### src/rtl/lstep_pkg.sv
package lstep_pkg;

  typedef enum logic [2:0] {
    ST_IDLE  = 3'd0,
    ST_LEAD  = 3'd1,
    ST_READ  = 3'd2,
    ST_GAP   = 3'd3,
    ST_WRITE = 3'd4
  } step_state_e;

  typedef struct packed {
    logic minor_is_y;
    logic minor_down;
    logic major_down;
  } octant_t;

endpackage

### src/rtl/lstep_accum.sv
// Error accumulator step: picks the modulo by sign, reports whether the
// minor axis moves, and derives the new sign from the sum.
module lstep_accum #(
  parameter int unsigned DW = 16
) (
  input  logic [DW-1:0] acc,
  input  logic          neg,
  input  logic [DW-1:0] a_mod,
  input  logic [DW-1:0] b_mod,
  output logic [DW-1:0] acc_nxt,
  output logic          neg_nxt,
  output logic          minor_go
);

  always_comb begin
    minor_go = ~neg;
    acc_nxt  = neg ? (acc + b_mod) : (acc + a_mod);
    neg_nxt  = acc_nxt[DW-1];
  end

endmodule

### src/rtl/lstep_walk.sv
// Position and address update for one step.
module lstep_walk
  import lstep_pkg::*;
#(
  parameter int unsigned DW = 16,
  parameter int unsigned AW = 20,
  localparam int unsigned PW = $clog2(DW)
) (
  input  logic [AW-1:0] addr,
  input  logic [PW-1:0] pos,
  input  octant_t       oct,
  input  logic          minor_go,
  input  logic [DW-1:0] c_mod,
  output logic [AW-1:0] addr_nxt,
  output logic [PW-1:0] pos_nxt,
  output logic          y_moved
);

  localparam logic [AW-1:0] WORD_STEP = AW'(DW / 8);
  localparam logic [PW-1:0] POS_LAST  = PW'(DW - 1);

  logic [AW-1:0] pitch;
  logic [AW-1:0] x_off;
  logic [AW-1:0] y_off;
  logic          x_do;
  logic          x_down;
  logic          y_do;
  logic          y_down;

  generate
    if (AW > DW) begin : g_sext
      assign pitch = {{(AW-DW){c_mod[DW-1]}}, c_mod};
    end else begin : g_trunc
      assign pitch = c_mod[AW-1:0];
    end
  endgenerate

  always_comb begin
    if (oct.minor_is_y) begin
      x_do   = 1'b1;
      x_down = oct.major_down;
      y_do   = minor_go;
      y_down = oct.minor_down;
    end else begin
      x_do   = minor_go;
      x_down = oct.minor_down;
      y_do   = 1'b1;
      y_down = oct.major_down;
    end
  end

  always_comb begin
    pos_nxt = pos;
    x_off   = '0;
    if (x_do) begin
      if (x_down) begin
        if (pos == '0) begin
          pos_nxt = POS_LAST;
          x_off   = -WORD_STEP;
        end else begin
          pos_nxt = pos - PW'(1);
        end
      end else begin
        if (pos == POS_LAST) begin
          pos_nxt = '0;
          x_off   = WORD_STEP;
        end else begin
          pos_nxt = pos + PW'(1);
        end
      end
    end
  end

  always_comb begin
    if (!y_do)       y_off = '0;
    else if (y_down) y_off = -pitch;
    else             y_off = pitch;
    y_moved  = y_do;
    addr_nxt = addr + x_off + y_off;
  end

endmodule

### src/rtl/lstep_shape.sv
// Operand shaping: pixel mask, texture operand, texture rotation and the
// load-time right rotation of the texture word (DW must be a power of two).
module lstep_shape #(
  parameter int unsigned DW = 16,
  localparam int unsigned PW = $clog2(DW)
) (
  input  logic [DW-1:0] a_word,
  input  logic [PW-1:0] pos,
  input  logic          single,
  input  logic          dot_done,
  input  logic [DW-1:0] tex,
  input  logic [DW-1:0] b_raw,
  input  logic [PW-1:0] b_rot,
  output logic [DW-1:0] mask,
  output logic [DW-1:0] tex_op,
  output logic [DW-1:0] tex_rot,
  output logic [DW-1:0] tex_load
);

  always_comb begin
    mask    = (single && dot_done) ? '0 : (a_word >> pos);
    tex_op  = {DW{tex[0]}};
    tex_rot = {tex[DW-2:0], tex[DW-1]};
  end

  genvar g;
  generate
    for (g = 0; g < DW; g++) begin : g_rot
      assign tex_load[g] = b_raw[PW'(g) + b_rot];
    end
  endgenerate

endmodule

### src/rtl/lstep_seq.sv
// Slot sequencer: idle, read, idle, write per step, plus step counting.
module lstep_seq
  import lstep_pkg::*;
#(
  parameter int unsigned CW = 10
) (
  input  logic          clk,
  input  logic          rst_n,
  input  logic          start,
  input  logic          cfg_ok,
  input  logic [CW-1:0] line_cnt,
  input  logic          c_en,
  input  logic          rd_ack,
  input  logic          wr_ack,
  output logic          busy,
  output logic          rd_req,
  output logic          wr_req,
  output logic          load,
  output logic          commit,
  output logic          done
);

  step_state_e   state_q, state_d;
  logic [CW-1:0] cnt_q, cnt_d;
  logic          cnt_en;
  logic          done_q, done_d;
  logic          reject;
  logic          last;

  always_comb begin
    load   = (state_q == ST_IDLE) && start && cfg_ok;
    reject = (state_q == ST_IDLE) && start && !cfg_ok;
    commit = (state_q == ST_WRITE) && (!c_en || wr_ack);
    last   = (cnt_q == CW'(1));

    state_d = state_q;
    unique case (state_q)
      ST_IDLE:  if (load) state_d = ST_LEAD;
      ST_LEAD:  state_d = ST_READ;
      ST_READ:  if (!c_en || rd_ack) state_d = ST_GAP;
      ST_GAP:   state_d = ST_WRITE;
      ST_WRITE: if (commit) state_d = last ? ST_IDLE : ST_LEAD;
      default:  state_d = ST_IDLE;
    endcase

    cnt_en = load || commit;
    cnt_d  = load ? line_cnt : (cnt_q - CW'(1));
    done_d = reject || (commit && last);
  end

  always_ff @(posedge clk or negedge rst_n) begin
    if (!rst_n) begin
      state_q <= ST_IDLE;
      cnt_q   <= '0;
      done_q  <= 1'b0;
    end else begin
      state_q <= state_d;
      if (cnt_en) cnt_q <= cnt_d;
      done_q  <= done_d;
    end
  end

  assign busy   = (state_q != ST_IDLE);
  assign rd_req = (state_q == ST_READ) && c_en;
  assign wr_req = (state_q == ST_WRITE) && c_en;
  assign done   = done_q;

endmodule

### src/rtl/line_stepper.sv
module line_stepper
  import lstep_pkg::*;
#(
  parameter int unsigned DW = 16,
  parameter int unsigned AW = 20,
  parameter int unsigned CW = 10,
  parameter int unsigned WW = 6,
  localparam int unsigned PW = $clog2(DW)
) (
  input  logic          clk,
  input  logic          rst_n,
  input  logic          start,
  input  logic [WW-1:0] cfg_width,
  input  logic [CW-1:0] cfg_steps,
  input  logic          cfg_minor_y,
  input  logic          cfg_minor_down,
  input  logic          cfg_major_down,
  input  logic          cfg_single,
  input  logic          cfg_neg,
  input  logic          cfg_c_en,
  input  logic [PW-1:0] cfg_a_pos,
  input  logic [PW-1:0] cfg_b_rot,
  input  logic [DW-1:0] cfg_a_word,
  input  logic [DW-1:0] cfg_b_word,
  input  logic [DW-1:0] cfg_err,
  input  logic [DW-1:0] cfg_a_mod,
  input  logic [DW-1:0] cfg_b_mod,
  input  logic [DW-1:0] cfg_c_mod,
  input  logic [AW-1:0] cfg_c_ptr,
  input  logic [AW-1:0] cfg_d_ptr,
  output logic          busy,
  output logic          done,
  output logic          rd_req,
  output logic [AW-1:0] rd_addr,
  input  logic          rd_ack,
  input  logic [DW-1:0] rd_data,
  output logic [DW-1:0] op_mask,
  output logic [DW-1:0] op_tex,
  output logic [DW-1:0] op_c,
  input  logic [DW-1:0] cmb_data,
  output logic          wr_req,
  output logic [AW-1:0] wr_addr,
  output logic [DW-1:0] wr_data,
  input  logic          wr_ack
);

  localparam logic [WW-1:0] LINE_WORDS = WW'(2);

  // Reset: asserted asynchronously, released on a clock edge.
  logic rst_meta_q, rst_sync_n;
  always_ff @(posedge clk or negedge rst_n) begin
    if (!rst_n) begin
      rst_meta_q <= 1'b0;
      rst_sync_n <= 1'b0;
    end else begin
      rst_meta_q <= 1'b1;
      rst_sync_n <= rst_meta_q;
    end
  end

  logic cfg_ok, load, commit, rd_hs;
  assign cfg_ok = (cfg_width == LINE_WORDS) && (cfg_steps != '0);

  // Per-line configuration held for the whole line
  octant_t       oct_q;
  logic          single_q, c_en_q;
  logic [DW-1:0] a_word_q, a_mod_q, b_mod_q, c_mod_q;

  // Walking state
  logic [DW-1:0] acc_q, acc_d;
  logic          neg_q, neg_d;
  logic [PW-1:0] pos_q, pos_d;
  logic [AW-1:0] addr_q, addr_d;
  logic [AW-1:0] dptr_q;
  logic [DW-1:0] tex_q, tex_d;
  logic          dot_q, dot_d;
  logic          first_q, first_d;
  logic [DW-1:0] c_word_q;
  logic          walk_en;

  // Step results from the datapath units
  logic [DW-1:0] acc_step;
  logic          neg_step, minor_go;
  logic [AW-1:0] addr_step;
  logic [PW-1:0] pos_step;
  logic          y_moved;
  logic [DW-1:0] tex_rot, tex_load, mask, tex_op;

  lstep_seq #(.CW(CW)) u_seq (
    .clk      (clk),
    .rst_n    (rst_sync_n),
    .start    (start),
    .cfg_ok   (cfg_ok),
    .line_cnt (cfg_steps),
    .c_en     (c_en_q),
    .rd_ack   (rd_ack),
    .wr_ack   (wr_ack),
    .busy     (busy),
    .rd_req   (rd_req),
    .wr_req   (wr_req),
    .load     (load),
    .commit   (commit),
    .done     (done)
  );

  lstep_accum #(.DW(DW)) u_accum (
    .acc      (acc_q),
    .neg      (neg_q),
    .a_mod    (a_mod_q),
    .b_mod    (b_mod_q),
    .acc_nxt  (acc_step),
    .neg_nxt  (neg_step),
    .minor_go (minor_go)
  );

  lstep_walk #(.DW(DW), .AW(AW)) u_walk (
    .addr     (addr_q),
    .pos      (pos_q),
    .oct      (oct_q),
    .minor_go (minor_go),
    .c_mod    (c_mod_q),
    .addr_nxt (addr_step),
    .pos_nxt  (pos_step),
    .y_moved  (y_moved)
  );

  lstep_shape #(.DW(DW)) u_shape (
    .a_word   (a_word_q),
    .pos      (pos_q),
    .single   (single_q),
    .dot_done (dot_q),
    .tex      (tex_q),
    .b_raw    (cfg_b_word),
    .b_rot    (cfg_b_rot),
    .mask     (mask),
    .tex_op   (tex_op),
    .tex_rot  (tex_rot),
    .tex_load (tex_load)
  );

  // Next-state selection: load a new line or commit one step
  always_comb begin
    walk_en = load || commit;
    if (load) begin
      acc_d   = cfg_err;
      neg_d   = cfg_neg;
      pos_d   = cfg_a_pos;
      addr_d  = cfg_c_ptr;
      tex_d   = tex_load;
      dot_d   = 1'b0;
      first_d = 1'b1;
    end else begin
      acc_d   = acc_step;
      neg_d   = neg_step;
      pos_d   = pos_step;
      addr_d  = addr_step;
      tex_d   = tex_rot;
      dot_d   = ~y_moved;
      first_d = 1'b0;
    end
    rd_hs = rd_req && rd_ack;
  end

  always_ff @(posedge clk or negedge rst_sync_n) begin
    if (!rst_sync_n) begin
      oct_q    <= '0;
      single_q <= 1'b0;
      c_en_q   <= 1'b0;
      a_word_q <= '0;
      a_mod_q  <= '0;
      b_mod_q  <= '0;
      c_mod_q  <= '0;
      dptr_q   <= '0;
    end else if (load) begin
      oct_q    <= '{minor_is_y: cfg_minor_y, minor_down: cfg_minor_down,
                    major_down: cfg_major_down};
      single_q <= cfg_single;
      c_en_q   <= cfg_c_en;
      a_word_q <= cfg_a_word;
      a_mod_q  <= cfg_a_mod;
      b_mod_q  <= cfg_b_mod;
      c_mod_q  <= cfg_c_mod;
      dptr_q   <= cfg_d_ptr;
    end
  end

  always_ff @(posedge clk or negedge rst_sync_n) begin
    if (!rst_sync_n) begin
      acc_q   <= '0;
      neg_q   <= 1'b0;
      pos_q   <= '0;
      addr_q  <= '0;
      tex_q   <= '0;
      dot_q   <= 1'b0;
      first_q <= 1'b0;
    end else if (walk_en) begin
      acc_q   <= acc_d;
      neg_q   <= neg_d;
      pos_q   <= pos_d;
      addr_q  <= addr_d;
      tex_q   <= tex_d;
      dot_q   <= dot_d;
      first_q <= first_d;
    end
  end

  always_ff @(posedge clk or negedge rst_sync_n) begin
    if (!rst_sync_n) c_word_q <= '0;
    else if (rd_hs)  c_word_q <= rd_data;
  end

  assign rd_addr = addr_q;
  assign wr_addr = first_q ? dptr_q : addr_q;
  assign wr_data = cmb_data;
  assign op_mask = mask;
  assign op_tex  = tex_op;
  assign op_c    = c_word_q;

endmodule

### config.mk
export PLATFORM = sky130hd
export DESIGN_NAME = line_stepper
export DESIGN_NICKNAME = d
export VERILOG_FILES = /design/src/rtl/lstep_pkg.sv /design/src/rtl/lstep_accum.sv /design/src/rtl/lstep_walk.sv /design/src/rtl/lstep_shape.sv /design/src/rtl/lstep_seq.sv /design/src/rtl/line_stepper.sv
export SDC_FILE = /design/constraint.sdc
export NUM_CORES = 1
export LEC_CHECK = 0
export BUFFER_PORTS_ARGS = -buffer_cell sky130_fd_sc_hd__clkbuf_2
export CAP_MARGIN = 15
export CORE_MARGIN = 3
export CORE_UTILIZATION = 40
export DETAILED_ROUTE_END_ITERATION = 6
export HOLD_SLACK_MARGIN = 0.12
export PLACE_DENSITY = 0.64
export SYNTH_ARGS = -nofsm -noshare
export SYNTH_HDL_FRONTEND = slang
export SYNTH_SLANG_ARGS = --single-unit
### constraint.sdc
create_clock -name clk -period 12 [get_ports clk]
set_input_delay 3.6 -clock clk [delete_from_list [all_inputs] [get_ports clk]]
set_output_delay 3.6 -clock clk [all_outputs]
set_load 0.01 [all_outputs]
### Yosys cells after proc, flatten, opt, wreduce, memory -nomap -nowiden

Cells that the tools add are included.

| operators by class | value |
|---|---|
| add/sub/neg operators | 23 |
| $lt $le $gt $ge | 16 |
| equality and inequality tests | 10 |
| shift operators | 1 |
| mux-type cells | 62 |
| bitwise operators | 2 |
| reduce and logical (&&, ||, !) cells | 23 |

Operators with widths:

| kind | number |
|---|---|
| 2-to-1 mux 20 bit | 7 |
| < comparator 4 x 5 -> 1 bit, second input constant | 16 |
| binary-select mux 1 bit (select 4 bit) | 16 |
| 2-to-1 mux 16 bit | 4 |
| adder 20 bit | 2 |
| adder 16 bit | 2 |
| adder 4 bit, first input constant | 8 |
| 2-to-1 mux 1 bit | 24 |
| 2-to-1 mux 4 bit | 5 |
| negator 20 bit | 1 |
| adder 3 x 4 -> 4 bit, first input constant | 4 |
| right shift 16 x 4 -> 16 bit | 1 |
| case mux 3 bit (5 select lines) | 1 |
| == test 10 x 1 -> 1 bit, second input constant | 1 |
| logical AND 1 bit | 10 |
| 2-to-1 mux 10 bit | 1 |
| nonzero test 10 bit | 1 |
| subtractor 10 x 1 -> 10 bit, second input constant | 1 |
| 2-to-1 mux 3 bit | 3 |
| adder 2 x 4 -> 4 bit, first input constant | 2 |
| == test 3 x 2 -> 1 bit, second input constant | 2 |
| == test 6 x 2 -> 1 bit, second input constant | 1 |
| adder 1 x 4 -> 4 bit, first input constant | 1 |
| adder 4 x 1 -> 4 bit, second input constant | 1 |
| other kinds (16) | 22 |

| storage, ports and cells | value |
|---|---|
| flip-flop bits (word level) | 180 |
| output and inout port bits | 108 |

### Logic depth before layout (Yosys ltp)

Gate-level depths: netlist of the first run.

| logic depth | value |
|---|---|
| word-level depth | 7 |
| depth in mapped cells | 17 |
| gate-level depth less buffers | 16 |

### Cells and area by module

A second synthesis of the first run with hierarchy kept.

| second synthesis, totals | value |
|---|---|
| cells, all modules | 1221 |
| area, all modules | 13275.2 µm² |

Modules (own cells, without submodules):

| module | times used | cells each | area an instance (µm²) |
|---|---|---|---|
| line_stepper | 1 | 524 | 7405.9 |
| lstep_shape | 1 | 215 | 2049.5 |
| lstep_walk | 1 | 259 | 1969.4 |
| lstep_accum | 1 | 134 | 1022.2 |
| lstep_seq | 1 | 89 | 828.3 |

### Worst setup path before layout of the first run

No wires, ideal clock.

| path | value |
|---|---|
| kind | input port to output port |
| from | input cmb_data[0] |
| to | output wr_data[0] |
| arrival | 3.719 ns |
| required time | 8.400 ns |
| slack | 4.681 ns |
| cell stages on the path | 1 |
| buffers on the path | 1 |
| cell sequence | buf_4 |

RTL lines:

| element | RTL line | RTL |
|---|---|---|
| from (decl) | line_stepper.sv:40 | `input logic [DW-1:0] cmb_data,` |
| to (decl) | line_stepper.sv:43 | `output logic [DW-1:0] wr_data,` |

No word-level cell between the ends.

### Worst setup path in the final report of the first run

| path | value |
|---|---|
| from | input cmb_data[2] |
| to | output wr_data[2] |

No word-level cell between the ends.

==> results of run 1 <==
-- sequential cells by signal, summed over array words and instances (netlist names), 3 cells and up --
name and count:
dptr_q 20, rd_addr 20, a_mod_q 16, a_word_q 16
acc_q 16, b_mod_q 16, c_mod_q 16, op_c 16
tex_q 16, u_seq.cnt_q 10, pos_q 4, oct_q 3
u_seq.state_q 3
-- report_power, final --
| group | total [mW] | internal, mW | switching (mW) |
|---|---|---|---|
| sequential | 0.610 | 0.607 | 0.00361 |
| combinational | 0.0947 | 0.0451 | 0.0495 |
| clock | 0.594 | 0.322 | 0.273 |
-- final cells by class --
| cell class | instances | share of cell area |
|---|---|---|
| clock inverters | 13 | 0.0116 |
| repair buffers | 286 | 0.102 |
| clock buffers | 19 | 0.0312 |
| diodes | 2 | 0.000353 |
| multi-input cells | 1077 | 0.496 |
| flip-flops and latches | 180 | 0.318 |
| inverters | 23 | 0.00609 |
| well taps | 390 | 0.0344 |
-- layout by cell type, fill, tap and decap left out, types with 5 or more instances in the layout --
cell type	count
mux4_2	10
a21o_1	8
a31oi_1	21
nand3_1	15
inv_1	21
and3_1	15
buf_4	8
nor3_1	23
fa_1	20
a221o_1	9
o21ai_0	61
nor3b_1	5
ha_1	47
a21oi_1	64
a211oi_1	17
nor2b_1	9
o22a_1	5
xnor2_1	24
mux2_2	59
clkbuf_16	17
nor4_1	7
o21bai_1	8
a22oi_1	17
nor2_1	88
o211ai_1	5
o21a_1	5
xor2_1	28
mux2i_1	54
dfrtp_1	179
clkbuf_2	278
nand2_1	382
-- path summary, 6_finish.rpt --
kind / to
max in group asynchronous: rst_sync_n
max reg2reg: rd_addr[13]
min reg2reg: rst_sync_n
min: rst_sync_n
max: wr_data[2]
min in group asynchronous: tex_q[9]
-- synth_stat cells, types with 5 or more instances --
cell,number,share of area
o22a_1,5,0.0036
xnor2_1,24,0.017
a31oi_1,21,0.011
o21a_1,5,0.0031
xor2_1,28,0.020
nor2_1,89,0.027
a21oi_1,64,0.026
buf_4,36,0.022
a211oi_1,17,0.010
nor4_1,7,0.0036
and3_1,15,0.0077
mux2i_1,54,0.044
mux2_2,59,0.055
a221o_1,9,0.0074
nand3_1,16,0.0066
nor3_1,23,0.0095
o21bai_1,8,0.0049
inv_1,21,0.0065
a21o_1,8,0.0049
o211ai_1,5,0.0031
o21ai_0,61,0.025
nand2_1,382,0.12
nor2b_1,9,0.0046
a22oi_1,17,0.010
dfrtp_1,180,0.37
mux4_2,10,0.018
ha_1,47,0.048
nor3b_1,5,0.0031
buf_2,34,0.014
fa_1,20,0.033
clkbuf_1,33,0.010
-- layer usage --
layer  part of all wire  GRT usage  up-vias
met3              0.067     0.0553       57
met5             0.0022          0        -
met1               0.46      0.269     5032
met2               0.45      0.308      294
met4              0.019     0.0639       10
li1                   -          -     5153
-- cell families (layout without fill, tap and decap cells) --
| logic type | count (synthesis) | count (layout) | share of synthesized area |
|---|---|---|---|
| multiplexers | 124 | 124 | 0.119 |
| AND/OR/NAND/NOR | 584 | 584 | 0.205 |
| flip-flops | 180 | 180 | 0.370 |
| buffers and inverters | 130 | 341 | 0.0553 |
| AO/OA/AOI/OAI | 248 | 248 | 0.131 |
| adder cells (fa/ha/maj) | 67 | 67 | 0.0812 |
| other | 1 | 3 | 0.000308 |
| XOR/XNOR | 53 | 53 | 0.0387 |
==> metrics.csv, run 1 <==
stage,metric,value,unit
die,dieArea,32600,sq um
finish,multi_input_area,7030,sq um
power_and_ir_drop,max-vdd-ir-drop,0.0000862,V
cts,postCtsSetupBuffers,0,
sta,fin_ws,4.80,ns
sta,setup_viol,0,
route,ant_nets,0,
run,maxCapViolCount,0,
finish,final_nets,1855,
logic_synthesis,synth_cell_types,75,
sta,max-slew-margin-rel,0.315,
place,dp.final_hpwl,24100,um
route,drt_wl_total,32700,um
finish,ff_latch_area,4510,sq um
critical_path,cp_num_cells,0,
finish,final_cell_area,14200,sq um
cts,htree_num_levels,4,
hold_path,holdPathStages,0,
grt,grt_pass1_vias,10400,
sta,tns,0,ns
logic_synthesis,netlist_instances,1387,
logic_synthesis,synth_area,12200,sq um
sta,period_share,0.600,
logic_synthesis,ys_seq_area_frac,0.370,
power_and_ir_drop,p_per_area,91.6,nW/um^2
critical_path,worstPathRequired,8.40,ns
hold_path,min-delay-start,rst_meta_q,
finish,drive_above_1_share,0.255,
die,rows,63,
route,dr.pass1.iters,5,
finish,fin_util,0.476,
place,dp_slack,4.80,ns
place,port_buffers,278,
critical_path,rrSetupSlack,7.25,ns
sta,hold_viol,0,
logic_synthesis,ys_seq_elements,180,
grt,grt_start_max_net_pins,85,
status,status,completed,
cts,max-clock-path-buffers,2,
place,placed_cell_area,13600,sq um
sta,min_period,7.20,ns
hold_path,worst_hold_path_type,reg -> reg,
critical_path,path_class,in -> out,
cts,ctsHoldBuffers,0,
route,viasPerCell,5.30,
place,gp_congestion,0.868,
finish,fin_cells,1990,
critical_path,cp-startpoint,cmb_data[2],
sta,drv_slew,0,
route,vias,10500,
logic_synthesis,synth_nets,1657,
critical_path,r2r-start,pos_q[1],
logic_synthesis,postSynthAreaPerCell,8.78,sq um
logic_synthesis,synth_edf_count,0,
sta,worst_pin_slew,1.03,ns
cts,cts_tree,built,
grt,grt.total_usage,0.198,
die,pin_count,311,
grt,antenna_found_initial,7,
finish,fillCellCount,2937,
critical_path,start_kind,input port,
power_and_ir_drop,power,1.30,mW
die,fp.dieW,180,um
route,drc,0,
critical_path,worstPathArrival,3.60,ns
route,drt_iter0_markers,572,
grt,grt_overflow,0,
sta,finalClockSkew,0.0199,ns
cts,cts_root_buf,clkbuf_16,
critical_path,critPathMaxFanout,1,
critical_path,cp-end-kind,output pin,
finish,syn_to_final_growth,16.4,%
cts,clock_sinks,180,
cts,clk_pin_slew,0.07,ns
logic_synthesis,yosys_warnings,0,
logic_synthesis,synth_async_sr_flop_share,1.00,
sta,fmaxAchievable,0.139,GHz
cts,clock_latency,0.45,ns
route,wl_per_cell,16.4,um
logic_synthesis,synth_flop_cell,dfrtp_1,
critical_path,r2r_cells,14,
sta,rsz0062_at_grt,false,
cts,cts_made_buffers,17,
die,core-area,29800,sq um
grt,grt_pass1_wl,53100,um
place,dpl.cell_count,1956,
cts,ctsResizeCount,0,
die,start_util,0.409,
die,fp.dieH,180,um
sta,hold_ws,0.360,ns
power_and_ir_drop,p_leak,7.25,nW
No activity file was read; power rests on OpenSTA's default activity.
==> inputs of run 2 (changes only) <==
--- a/config.mk
+++ b/config.mk
@@ -11,7 +11,7 @@
 export CORE_UTILIZATION = 40
 export DETAILED_ROUTE_END_ITERATION = 6
 export HOLD_SLACK_MARGIN = 0.12
-export PLACE_DENSITY = 0.64
+export PLACE_DENSITY = 0.66
 export SYNTH_ARGS = -nofsm -noshare
 export SYNTH_HDL_FRONTEND = slang
 export SYNTH_SLANG_ARGS = --single-unit
==> constraint.sdc (replaced) <==
create_clock -name clk -period 6.6 [get_ports clk]
set_input_delay 1.98 -clock clk [delete_from_list [all_inputs] [get_ports clk]]
set_output_delay 1.98 -clock clk [all_outputs]
set_load 0.01 [all_outputs]
==> run 2 against run 1 <==
Compared with the run above:
- via count decreased by 1.3%
- clock skew decreased by 0.0071 ns
- critical path depth increased by 7
- sequential cell count unchanged
- clock-buffer cell count decreased by 1
- die area unchanged
- non-clock buffer count increased by 1
- combinational power increased by 74%
- power increased by 76%
- first-iteration DRC count increased by 7.3%
- clock power increased by 70%
- critical path type is now reg -> out
==> metrics.csv, run 2 (synthesis results as in run 1) <==
stage,metric,value,unit,change
cts,htree_num_levels,4,,unchanged
place,dpl.cell_count,1957,,+0.051%
critical_path,start_kind,flop,,
status,status,completed,,
route,dr.pass1.iters,5,,unchanged
power_and_ir_drop,p_leak,7.24,nW,-0.22%
power_and_ir_drop,power,2.28,mW,+76%
route,vias,10400,,-1.3%
place,placed_cell_area,13600,sq um,+0.15%
grt,grt.total_usage,0.195,,-0.00309
route,drt_iter0_markers,614,,+7.3%
die,pin_count,311,,unchanged
sta,worst_pin_slew,1.08,ns,+0.0505 ns
place,port_buffers,278,,unchanged
cts,max-clock-path-buffers,2,,unchanged
sta,rsz0062_at_grt,false,,
cts,cts_root_buf,clkbuf_16,,
die,start_util,0.409,,unchanged
die,fp.dieH,180,um,unchanged
run,maxCapViolCount,0,,unchanged
critical_path,cp-startpoint,pos_q[1],,
sta,hold_ws,0.363,ns,+0.00368 ns
route,ant_nets,0,,unchanged
cts,cts_made_buffers,17,,unchanged
grt,antenna_found_initial,2,,-5
sta,max-slew-margin-rel,0.282,,-0.0337
finish,syn_to_final_growth,16.2,%,
route,drt_wl_total,32700,um,about the same
finish,final_cell_mix,"382 x nand2_1, 278 x clkbuf_2, 179 x dfrtp_1",,
power_and_ir_drop,max-vdd-ir-drop,0.000143,V,+65%
finish,final_cell_area,14200,sq um,-0.17%
sta,setup_viol,0,,unchanged
cts,clock_sinks,180,,unchanged
cts,clock_latency,0.43,ns,-0.02 ns
critical_path,rr_endpoint,rd_addr[13],,
sta,fin_ws,1.90,ns,-2.90 ns
place,dp_slack,1.92,ns,-2.88 ns
route,drc,0,,unchanged
place,gp_congestion,0.892,,+2.8%
sta,tns,0,ns,unchanged
sta,finalClockSkew,0.0128,ns,-0.00710 ns
critical_path,critPathMaxFanout,22,,+21
route,wl_per_cell,16.4,um,about the same
sta,period_share,0.712,,
critical_path,worstPathArrival,2.72,ns,-0.88 ns
route,viasPerCell,5.23,,-1.2%
finish,layout_commonest_cell,nand2_1,,
cts,ctsResizeCount,0,,unchanged
grt,grt_pass1_wl,52600,um,-1.0%
cts,cts_tree,built,,
die,core-area,29800,sq um,unchanged
grt,grt_overflow,0,,unchanged
grt,grt_pass1_vias,10200,,-1.6%
die,dieArea,32600,sq um,unchanged
critical_path,r2r-start,pos_q[1],,
finish,fin_util,0.475,,-0.000798
critical_path,rrSetupSlack,2.01,ns,-5.24 ns
critical_path,cp-end-kind,output pin,,
place,dp.final_hpwl,23900,um,-0.60%
sta,drv_slew,0,,unchanged
finish,final_nets,1856,,+0.054%
sta,fmaxAchievable,0.213,GHz,
critical_path,r2r_cells,14,,unchanged
cts,clk_pin_slew,0.08,ns,about the same
hold_path,worst_hold_path_type,reg -> reg,,
critical_path,crit_end,op_mask[7],,
grt,grt_start_max_net_pins,158,,+86%
critical_path,worstPathRequired,4.62,ns,-3.78 ns
sta,hold_viol,0,,unchanged
power_and_ir_drop,p_per_area,161,nW/um^2,+76%
finish,antenna_cells,0,,-2
cts,postCtsSetupBuffers,0,,unchanged
finish,fin_cells,1989,,-0.050%
die,fp.dieW,180,um,unchanged
die,rows,63,,unchanged
critical_path,path_class,reg -> out,,
finish,fillCellCount,2973,,+1.2%
finish,drive_above_1_share,0.256,,+0.000466
sta,min_period,4.70,ns,
cts,ctsHoldBuffers,0,,unchanged
run 2: cell count changes in the layout (fill, tap and decap cells not counted), sizes merged:
cell      previous run  this run
bufinv               2         0
clkinv               2         4
diode                2         0
buf                  8         9
clkbuf             297       296
clkinvlp             2         3
run 2: per-layer routing:
layer  track usage  wire length (um)
met5             0                31
met2         0.314             15200
met4        0.0467               546
met3        0.0468              1840
met1         0.267             15100
run 2: final cells by class:
cell class	instances	area, sq um	share of cell area
sequential	180	4510	0.319
inverter	23	86.3	0.00610
clock inverter	14	139	0.00981
multi-input combinational	1077	7030	0.497
timing repair buffer	287	1470	0.104
clock buffer	18	429	0.0303
tap	390	488	0.0345
run 2: where the power goes:
part,switching (mW),internal (mW)
Clock,0.505,0.504
Sequential,0.00872,1.10
Combinational,0.0828,0.0819
run 2: how the worst min path moves through the flow:
stage	start	end	slack (ns)	cells after the start
6_report	rst_meta_q	rst_sync_n	0.36	0
5_1_grt	rst_meta_q	rst_sync_n	0.39	0
4_1_cts	rst_meta_q	rst_sync_n	0.37	0
3_5_place_dp	rst_meta_q	rst_sync_n	0.35	0
3_3_place_gp	rst_meta_q	rst_sync_n	0.33	0
2_1_floorplan	rst_meta_q	rst_sync_n	0.33	0
run 2: worst max-delay path, stage by stage, from the launching register on:
cell and delay, ns:
dfrtp_1 0.91, mux2_2 0.42, o21ai_0 0.26, nor2_1 0.08, a31oi_1 0.16, o22ai_1 0.11
and2_1 0.22, clkbuf_2 0.12
==> inputs of run 3 (changes only) <==
--- a/config.mk
+++ b/config.mk
@@ -5,6 +5,7 @@
 export SDC_FILE = /design/constraint.sdc
 export NUM_CORES = 1
 export LEC_CHECK = 0
+export ABC_AREA = 1
 export BUFFER_PORTS_ARGS = -buffer_cell sky130_fd_sc_hd__clkbuf_2
 export CAP_MARGIN = 15
 export CORE_MARGIN = 3
==> constraint.sdc (replaced) <==
create_clock -name clk -period 3.99 [get_ports clk]
set_input_delay 1.197 -clock clk [delete_from_list [all_inputs] [get_ports clk]]
set_output_delay 1.197 -clock clk [all_outputs]
set_load 0.01 [all_outputs]
==> run 3 against run 2 <==
Compared with the run above:
- non-clock buffer count increased by 10
- power grew to 4.9 times the previous value
- synthesized cell count increased by 31%
- register-to-register slack got worse by 1.6 ns
- final cell count rose by 23%
- via count rose by 18%
- first-iteration DRC count is 38% higher
==> metrics.csv, run 3 <==
stage,metric,value,unit,change
route,wl_per_cell,15.6,um,-5.3%
power_and_ir_drop,max-vdd-ir-drop,0.000378,V,+160%
power_and_ir_drop,power,11.1,mW,+390%
grt,grt.total_usage,0.220,,+0.0253
critical_path,crit_top_cell,nand2_1,,
finish,antenna_cells,0,,unchanged
logic_synthesis,synth_top_area_frac,0.355,,-0.0146
critical_path,rrSetupSlack,0.36,ns,-1.65 ns
critical_path,cp-startpoint,oct_q[2],,
route,drt_wl_total,38000,um,+16%
logic_synthesis,netlist_instances,1819,,+31%
hold_path,min-delay-start,rst_meta_q,,
place,port_buffers,278,,unchanged
die,fp.dieW,184,um,+2.0%
finish,final_cell_mix,"687 x nand2_1, 278 x clkbuf_2, 178 x dfrtp_1",,
sta,hold_ws,0.348,ns,-0.0152 ns
logic_synthesis,ys_seq_elements,180,,unchanged
die,fp.dieH,184,um,+2.0%
logic_synthesis,ys_seq_area_frac,0.355,,-0.0146
sta,setup_viol,0,,unchanged
route,drc,0,,unchanged
sta,period_share,0.909,,
logic_synthesis,synth_cell_types,44,,-41%
power_and_ir_drop,p_per_area,749,nW/um^2,+360%
logic_synthesis,yosys.cell_count.top_type,nand2_1,,
die,pin_count,311,,unchanged
critical_path,critical-path-max-stage-delay,0.49,ns,-0.42 ns
sta,max-slew-margin-rel,0.378,,+0.0962
place,dpl.cell_count,2412,,+23%
status,status,completed,,
logic_synthesis,synth_flop_cell,dfrtp_1,,
critical_path,start_kind,flop,,
grt,antenna_found_initial,1,,-1
hold_path,worstHoldEndpoint,rst_sync_n,,
cts,cts_tree,built,,
critical_path,path_delay_family,adder cells,,
critical_path,worstPathRequired,4.33,ns,-0.29 ns
critical_path,critPathMaxFanout,12,,-45%
place,dp.final_hpwl,28700,um,+20%
grt,grt_start_max_net_pins,96,,-39%
sta,drv_slew,0,,unchanged
hold_path,holdPathStages,0,,unchanged
finish,layout_commonest_cell,nand2_1,,
sta,tns,0,ns,unchanged
finish,fin_cells,2444,,+23%
sta,finalClockSkew,0.0147,ns,+0.00193 ns
sta,worst_pin_slew,0.933,ns,-0.144 ns
logic_synthesis,synth_top_area_cell,dfrtp_1,,
finish,fillCellCount,3152,,+6.0%
critical_path,cp_num_buf_inv,2,,+1
cts,clock_sinks,180,,unchanged
critical_path,path_class,reg -> reg,,
logic_synthesis,synth_edf_count,0,,unchanged
cts,clk_pin_slew,0.08,ns,about the same
cts,ctsHoldBuffers,0,,unchanged
place,gp_congestion,0.918,,+2.9%
sta,fmaxAchievable,0.276,GHz,
die,rows,64,,+1.6%
grt,grt_pass1_vias,11600,,+13%
route,dr.pass1.iters,6,,+1
logic_synthesis,netlist_top_cells_area,"dfrtp_1 36%, nand2_1 20%, nand3_1 6.9%",,
sta,rsz0062_at_grt,false,,
cts,max-clock-path-buffers,2,,unchanged
critical_path,crit_path_top_delay_cell,fa_1,,
sta,fin_ws,0.364,ns,-1.54 ns
critical_path,rr_endpoint,rd_addr[11],,
critical_path,crit_chain,inv_2 > nand2_1 > nand2_2 > inv_2 > nor2_1 > a211oi_1 > fa_1 > ha_1 > fa_1 > nand3_1 > nand3_1 > nand2_1 > nand2_1 > nand2_1 > a21o_1 > nand3_1 > nand2_1 > nand2_1,,
logic_synthesis,synth_common_cells,"687 x nand2_1, 180 x dfrtp_1, 174 x nand3_1",,
logic_synthesis,postSynthAreaPerCell,6.97,sq um,-21%
grt,grt_overflow,0,,unchanged
die,start_util,0.410,,+0.00147
sta,hold_viol,0,,unchanged
run,maxCapViolCount,0,,unchanged
route,ant_nets,0,,unchanged
logic_synthesis,synth_nets,2089,,+26%
cts,htree_num_levels,4,,unchanged
cts,clock_latency,0.44,ns,about the same
cts,cts_root_buf,clkbuf_16,,
finish,syn_to_final_growth,16.8,%,
logic_synthesis,synth_async_sr_flop_share,1.00,,unchanged
die,dieArea,33900,sq um,+4.0%
sta,min_period,3.63,ns,
finish,drive_above_1_share,0.187,,-0.0688
critical_path,cp-end-kind,flop,,
route,drt_iter0_markers,845,,+38%
critical_path,worstPathArrival,3.96,ns,+1.24 ns
critical_path,r2r_cells,18,,+4
route,viasPerCell,5.04,,-3.7%
hold_path,worst_hold_path_type,reg -> reg,,
cts,cts_made_buffers,17,,unchanged
finish,final_nets,2305,,+24%
die,core-area,30900,sq um,+3.7%
critical_path,r2r-start,oct_q[2],,
logic_synthesis,yosys_warnings,0,,unchanged
route,vias,12300,,+18%
logic_synthesis,synth_area,12700,sq um,+4.1%
grt,grt_pass1_wl,60100,um,+14%
place,dp_slack,0.305,ns,-1.61 ns
power_and_ir_drop,p_leak,8.18,nW,+13%
==> run 3: cell types whose count changed in the layout (fill, tap and decap cells not counted), moves of 16 or more <==
cell,previous run,this run
nor2_1,88,116
xor2_1,28,12
inv_1,21,144
o21ai_0,61,108
nand2_1,382,687
a22oi_1,17,0
mux2i_1,54,1
nand3_1,15,174
mux2_2,59,16
==> run 3: worst max-delay path by stage <==
stage                  endpoint  slack [ns]  cells after the start
floorplan           rd_addr[11]        0.27                     19
global placement    rd_addr[11]        0.40                     19
detailed placement  rd_addr[11]        0.31                     19
CTS                 rd_addr[11]        0.30                     19
global route        rd_addr[11]       0.007                     18
finish              rd_addr[11]        0.36                     18
==> run 3: repair_timing <==
| item | CTS | global route |
|---|---|---|
| endpoints found under the setup margin | 0 | 1 |
| gates resized for setup | 0 | 1 |
| buffers inserted | 0 | 0 |
==> run 3: power breakdown <==
group | internal [mW] | switching (mW)
combinational | 2.35 | 3.84
sequential | 2.40 | 0.562
clock | 1.14 | 0.796
==> run 3: worst reg2reg max path, delay by kind of cell (launching register included) <==
| family | cells | cell delay (ns) |
|---|---|---|
| adder cells (fa/ha/maj) | 3 | 1.25 |
| AO/OA/AOI/OAI | 2 | 0.37 |
| AND/OR/NAND/NOR | 11 | 1.18 |
| buffers and inverters | 2 | 0.31 |
| flip-flops | 1 | 0.42 |
==> run 3: layer usage <==
metal / vias to the layer above / part of all wire / global-route usage
met5: - / 0.00034 / 0
met4: 2 / 0.018 / 0.0502
met3: 39 / 0.065 / 0.0530
met2: 384 / 0.46 / 0.350
met1: 5662 / 0.46 / 0.307
li1: 6235 / - / -
==> run 3: kinds of logic (layout without fill, tap and decap cells) <==
family                     Yosys count  count (layout)  synth area share
and+or+nand+nor                   1036            1036             0.336
buffers and inverters              253             482            0.0938
AOI/OAI and AO/OA                  240             240             0.104
DFF                                180             180             0.355
adders and majority gates           67              67            0.0780
xor gates and xnor gates            25              25            0.0173
muxes                               17              17            0.0150
other                                1               1          0.000296
==> run 3: layout make-up <==
class	instances	area (sq um)	share of cell area
inverters	153	577	0.0389
clock inverters	14	224	0.0151
clock buffers	18	439	0.0296
repair buffers	297	1580	0.107
well taps	396	495	0.0334
flip-flops and latches	180	4510	0.304
multi-input cells	1386	6990	0.472
==> run 3: per-stage QoR <==
stage | utilization | instance area (sq um)
after CTS | 0.479 | 14800
after global placement | 0.458 | 14100
after floorplan | - | 12700
final | 0.479 | 14800
after global routing | 0.479 | 14800
after detailed placement | 0.458 | 14100
